[config.mk]
export PLATFORM = sky130hd
export DESIGN_NAME = gpio_irq_ctrl
export DESIGN_NICKNAME = d
export VERILOG_FILES = /design/src/rtl/gpio_ctrl_pkg.sv /design/src/rtl/gpio_rst_sync.sv /design/src/rtl/gpio_sync.sv /design/src/rtl/gpio_irq_detect.sv /design/src/rtl/gpio_irq_ctrl.sv
export SDC_FILE = /design/constraint.sdc
export NUM_CORES = 1
export LEC_CHECK = 0
export BUFFER_PORTS_ARGS = -buffer_cell sky130_fd_sc_hd__clkbuf_2
export CAP_MARGIN = 20
export CORE_MARGIN = 4
export CORE_UTILIZATION = 55
export DETAILED_ROUTE_END_ITERATION = 8
export PLACE_DENSITY_LB_ADDON = 0.25
export SETUP_SLACK_MARGIN = 0.05
export SLEW_MARGIN = 20
export SYNTH_ARGS = -nofsm -noshare
export SYNTH_HDL_FRONTEND = slang
export SYNTH_SLANG_ARGS = --single-unit
[constraint.sdc]
create_clock -name clk -period 6.6 [get_ports clk]
set_input_delay 0.33 -clock clk [delete_from_list [all_inputs] [get_ports clk]]
set_output_delay 0.33 -clock clk [all_outputs]
set_load 0.05 [all_outputs]
[src/rtl/gpio_ctrl_pkg.sv]
package gpio_ctrl_pkg;
  // Register byte offsets on the local bus
  localparam int unsigned OFF_DIR  = 'h00;
  localparam int unsigned OFF_SEL  = 'h04;
  localparam int unsigned OFF_POL  = 'h08;
  localparam int unsigned OFF_RISE = 'h0C;
  localparam int unsigned OFF_FALL = 'h10;
  localparam int unsigned OFF_DIN  = 'h14;
  localparam int unsigned OFF_SET  = 'h18;
  localparam int unsigned OFF_CLR  = 'h1C;
  localparam int unsigned OFF_DOUT = 'h20;
  localparam int unsigned OFF_MASK = 'h28;
  localparam int unsigned OFF_ENA  = 'h2C;
  localparam int unsigned OFF_STAT = 'h30;
  localparam int unsigned OFF_ICLR = 'h34;
  localparam int unsigned SYNC_STAGES = 2;
endpackage

[src/rtl/gpio_rst_sync.sv]
module gpio_rst_sync (
  input  logic clk,
  input  logic rst_n,
  output logic rst_sync_n
);
  logic [1:0] stage_q;

  always_ff @(posedge clk or negedge rst_n) begin
    if (!rst_n) stage_q <= 2'b00;
    else        stage_q <= {stage_q[0], 1'b1};
  end

  assign rst_sync_n = stage_q[1];
endmodule

[src/rtl/gpio_sync.sv]
module gpio_sync #(
  parameter int unsigned W      = 16,
  parameter int unsigned STAGES = 2
) (
  input  logic         clk,
  input  logic         rst_n,
  input  logic [W-1:0] d,
  output logic [W-1:0] q
);
  logic [W-1:0] chain_q [STAGES];

  always_ff @(posedge clk or negedge rst_n) begin
    if (!rst_n) begin
      for (int i = 0; i < STAGES; i++) chain_q[i] <= '0;
    end else begin
      chain_q[0] <= d;
      for (int i = 1; i < STAGES; i++) chain_q[i] <= chain_q[i-1];
    end
  end

  assign q = chain_q[STAGES-1];
endmodule

[src/rtl/gpio_irq_detect.sv]
module gpio_irq_detect #(
  parameter int unsigned N = 16
) (
  input  logic         clk,
  input  logic         rst_n,
  input  logic [N-1:0] pin_s,
  input  logic [N-1:0] lvl_sel,
  input  logic [N-1:0] lvl_pol,
  input  logic [N-1:0] rise_en,
  input  logic [N-1:0] fall_en,
  input  logic [N-1:0] clr,
  output logic [N-1:0] raw
);
  for (genvar g = 0; g < N; g++) begin : g_pin
    logic prev_q, pend_q, pend_d, evt;

    // Edge event, qualified by the mode and the two enables
    always_comb begin
      evt    = !lvl_sel[g] &&
               ((rise_en[g] &&  pin_s[g] && !prev_q) ||
                (fall_en[g] && !pin_s[g] &&  prev_q));
      pend_d = (pend_q && !clr[g]) || evt;
    end

    always_ff @(posedge clk or negedge rst_n) begin
      if (!rst_n) begin
        prev_q <= 1'b0;
        pend_q <= 1'b0;
      end else begin
        prev_q <= pin_s[g];
        pend_q <= pend_d;
      end
    end

    assign raw[g] = lvl_sel[g] ? (pin_s[g] == lvl_pol[g]) : pend_q;
  end
endmodule

[src/rtl/gpio_irq_ctrl.sv]
module gpio_irq_ctrl
  import gpio_ctrl_pkg::*;
#(
  parameter int unsigned N  = 16,
  parameter int unsigned AW = 8
) (
  input  logic          clk,
  input  logic          rst_n,
  input  logic          bus_sel,
  input  logic          bus_wr,
  input  logic [AW-1:0] bus_addr,
  input  logic [N-1:0]  bus_wdata,
  output logic [N-1:0]  bus_rdata,
  input  logic [N-1:0]  pin_in,
  output logic [N-1:0]  pin_out,
  output logic [N-1:0]  pin_oe,
  output logic          irq
);
  logic rst_i;
  logic [N-1:0] dir_q, sel_q, pol_q, rise_q, fall_q, out_q, mask_q, ena_q;
  logic [N-1:0] dir_d, sel_d, pol_d, rise_d, fall_d, out_d, mask_d, ena_d;
  logic [N-1:0] pin_s, raw, stat, clr_bits;
  logic wr, we_dir, we_sel, we_pol, we_rise, we_fall, we_set, we_clr;
  logic we_mask, we_ena, we_iclr;

  gpio_rst_sync u_rst (.clk(clk), .rst_n(rst_n), .rst_sync_n(rst_i));

  gpio_sync #(.W(N), .STAGES(SYNC_STAGES)) u_sync (
    .clk(clk), .rst_n(rst_i), .d(pin_in), .q(pin_s));

  // Write decode and next-state logic
  always_comb begin
    wr      = bus_sel && bus_wr;
    we_dir  = wr && (bus_addr == AW'(OFF_DIR));
    we_sel  = wr && (bus_addr == AW'(OFF_SEL));
    we_pol  = wr && (bus_addr == AW'(OFF_POL));
    we_rise = wr && (bus_addr == AW'(OFF_RISE));
    we_fall = wr && (bus_addr == AW'(OFF_FALL));
    we_set  = wr && (bus_addr == AW'(OFF_SET));
    we_clr  = wr && (bus_addr == AW'(OFF_CLR));
    we_mask = wr && (bus_addr == AW'(OFF_MASK));
    we_ena  = wr && (bus_addr == AW'(OFF_ENA));
    we_iclr = wr && (bus_addr == AW'(OFF_ICLR));
    dir_d   = bus_wdata;
    sel_d   = bus_wdata;
    pol_d   = bus_wdata;
    rise_d  = bus_wdata;
    fall_d  = bus_wdata;
    mask_d  = bus_wdata;
    ena_d   = bus_wdata;
    out_d   = we_set ? (out_q | bus_wdata) : (out_q & ~bus_wdata);
    clr_bits = we_iclr ? bus_wdata : '0;
  end

  always_ff @(posedge clk or negedge rst_i) begin
    if (!rst_i) begin
      dir_q  <= '0;
      sel_q  <= '0;
      pol_q  <= '0;
      rise_q <= '0;
      fall_q <= '0;
      out_q  <= '0;
      mask_q <= '1;
      ena_q  <= '0;
    end else begin
      if (we_dir)            dir_q  <= dir_d;
      if (we_sel)            sel_q  <= sel_d;
      if (we_pol)            pol_q  <= pol_d;
      if (we_rise)           rise_q <= rise_d;
      if (we_fall)           fall_q <= fall_d;
      if (we_set || we_clr)  out_q  <= out_d;
      if (we_mask)           mask_q <= mask_d;
      if (we_ena)            ena_q  <= ena_d;
    end
  end

  gpio_irq_detect #(.N(N)) u_det (
    .clk(clk), .rst_n(rst_i), .pin_s(pin_s), .lvl_sel(sel_q),
    .lvl_pol(pol_q), .rise_en(rise_q), .fall_en(fall_q),
    .clr(clr_bits), .raw(raw));

  assign stat = raw & ena_q & ~mask_q;

  // Read mux; write-only and unmapped offsets read as zero
  always_comb begin
    bus_rdata = '0;
    if (bus_sel && !bus_wr) begin
      case (bus_addr)
        AW'(OFF_DIR):  bus_rdata = dir_q;
        AW'(OFF_SEL):  bus_rdata = sel_q;
        AW'(OFF_POL):  bus_rdata = pol_q;
        AW'(OFF_RISE): bus_rdata = rise_q;
        AW'(OFF_FALL): bus_rdata = fall_q;
        AW'(OFF_DIN):  bus_rdata = pin_s;
        AW'(OFF_DOUT): bus_rdata = out_q;
        AW'(OFF_MASK): bus_rdata = mask_q;
        AW'(OFF_ENA):  bus_rdata = ena_q;
        AW'(OFF_STAT): bus_rdata = stat;
        default:       bus_rdata = '0;
      endcase
    end
  end

  assign pin_out = out_q;
  assign pin_oe  = dir_q;
  assign irq     = |stat;
endmodule

==> results.toml <==
[outcome]
status = "complete, no violations"

[timing]
setup_violations = 0
slew_viol_final = 0
tns_ns = 0
fin_skew_ns = 0.00908
finalCriticalPeriod_ns = 3.43
grt_setup_unrepaired = "no"
hold_violations = 0
finalCritPeriodShare_pct = 51.9
worst_pin_slew_ns = 1.19
max_freq_ghz = 0.292
relSlewSlack_pct = 20.6

[logic_synthesis]
synthCells = 755
synth_fa_ha_area_share_pct = 0
synth_ff_type = "dfrtp_1"
synth_simple_gate_area_share_pct = 10.0
netlist_area_um2 = 9140
synth_top_area_share_pct = 48.7
synth-edff-count = 0
synthDistinctLibCells = 54
synth_compound_area_share_pct = 9.99
ys_async_sr_fraction_pct = 100
yosys.area.top_type = "dfrtp_1"
synth_seq_area_share_pct = 53.3
synth_top_family_by_area = "multiplexers"
yosys_warnings = 0
synth.area.mux_share_pct = 21.3
synth-seq-cells = 194
synth_common_cells = "dfrtp_1, mux2_2, nand2_1"
netlist_top_cells_area = "dfrtp_1, mux2_2, mux2i_1"
synthMostInstantiatedCell = "dfrtp_1"
synthXorXnorAreaFrac_pct = 1.53
syn-num-nets = 799
synth_area_per_cell_um2 = 12.1

[floorplanning]
rows = 46
coreArea_um2 = 16100
die_y_um = 137
ios = 93
die_area_um2 = 18800
die_w_um = 137
initial_core_util_pct = 56.7

[worst_setup_path]
worstPathArrival_ns = 3.10
worstReg2RegStart = "u_rst.stage_q[1]"
cp-start-kind = "input port"
cp.required_ns = 6.27
cp_max_fo = 27
setup.worst_path.end_class = "primary output"
critical_path_class = "in2out"
critPathLaunch = "bus_addr[2]"

[clock_network]
worstSkewPairLatency_ns = 0.44
htreeDepth = 4
cts_buffers = 17
clk_path_buf_depth = 2
root_buffer = "clkbuf_16"
path_clk_slew_ns = 0.07
post_cts_buffers = 0
cts_sinks = 194
cts_tree = "built"

[global_route]
grt-ovfl-total = 0
first_global_vias = 6822
antenna_found_initial = 1
grt_max_degree = 82
grt_pass1_wl_um = 38600
track_usage_pct = 27.2

[drt]
wl_per_cell_um = 22.8
drt_iter0_markers = 619
drt-pass1-iter-count = 5
wl_um = 24400
vias = 6759
post-route-drc-count = 0
route.detailed.vias_per_inst = 6.31
postRouteAntennaNets = 0

[layout]
syn_to_final_growth_pct = 15.6
fillers = 1252
antenna_cells = 0
nets = 886
drive_gt1_share_pct = 33.7

[flow_run]
maxCapViolations = 0

[power]
ir_drop_mv = 0.228
p_per_area_nw_per_um2 = 244
power.leakage_nw = 4.95
power_mw = 2.58

[place]
dpl.hpwl_um = 15300
port_buffers = 92
gp_congestion = 0.915

[hold_path]
holdCritPathClass = "in2async"
==> cell usage in the layout, fill, tap and decap left out, types with 5 or more instances in the layout <==
cell	instances
dlygate4sd3_1	17
o211ai_1	9
mux2i_1	49
o22ai_1	15
dfrtp_1	177
xor2_1	7
and2_1	5
a221o_1	7
nand2_1	55
xnor2_1	9
a222oi_1	5
or4bb_1	7
nand3b_1	8
nand4_1	5
nand3_1	20
buf_4	5
mux2_2	127
o21ai_0	7
nor2_1	22
a41oi_1	7
inv_1	38
a22oi_1	16
nor4bb_1	9
clkbuf_16	17
inv_6	6
clkbuf_2	92
a31oi_1	18
dfstp_2	16
a21oi_1	5
o2bb2ai_1	22
==> power by group <==
part	switching [mW]	internal (mW)	leakage, nW	total [mW]
registers	0.0405	1.23	2.36	1.27
logic	0.120	0.0710	2.28	0.191
clock network	0.463	0.652	0.310	1.12
total	0.624	1.95	4.95	2.58
==> metal layers <==
metal  GRT usage [%]  wire length (µm)
met4            8.70               495
met5               0                12
met1            38.0             10100
met3            8.01              2320
met2            41.1             11400
==> cell families after synthesis <==
kind of cell,Yosys count
xor+xnor,16
simple gates,160
buf+inv,86
flops,194
compound gates,121
other cells,1
mux,177
==> area by class of cell <==
cell class	count	area (µm²)	share of cell area, %
Clock buffer	19	443	4.19
Sequential cell	194	4880	46.1
Timing Repair Buffer	116	691	6.53
Clock inverter	13	194	1.83
Multi-Input combinational cell	475	3950	37.4
Inverter	38	143	1.35
Tap cell	216	270	2.56
==> state kept, by name, summed over array words and instances (netlist names), named ones only <==
register            cells
ena_q                  16
fall_q                 16
mask_q                 16
pin_oe                 16
pol_q                  16
rise_q                 16
sel_q                  16
u_det.g_pin.pend_q     16
u_det.g_pin.prev_q     16
u_rst.stage_q           2
u_sync.chain_q         16
u_sync.q               16
==> metrics by stage <==
stage	cells	area [µm²]	util, %	hold slack, ns	worst slack, ns
finish	1071	10600	65.6	0.206	3.17
CTS	1069	10500	65.3	0.195	3.13
global route	1071	10600	65.6	0.209	3.07
global placement	1020	9720	60.3	0.116	2.85
detailed placement	1020	9720	60.3	0.117	2.76
floorplan	755	9140	-	0.0344	0.822
==> worst max-delay path, stage by stage <==
cell and delay [ns]:
clkbuf_2 0.63, nor2b_1 1.02, a21oi_2 0.41, a221o_1 0.45, clkbuf_2 0.25
==> worst paths after layout <==
kind                                          to  cells past startpoint  slack, ns
hold reg to reg            u_det.g_pin[7].prev_q                      0       0.28
setup / recovery                    bus_rdata[1]                      5       3.17
min in group clk                        register                      3       0.24
max in group asynchronous              fall_q[8]                      1       4.99
hold / removal                  u_rst.stage_q[1]                      2       0.21
setup reg to reg                       fall_q[8]                      1       4.99
==> what timing repair did <==
action                                 in CTS  in global routing
hold buffers                               17                  0
gates resized for setup                     0                  0
endpoints found under the hold margin      18                  0
(Power assumes the default switching activity.)
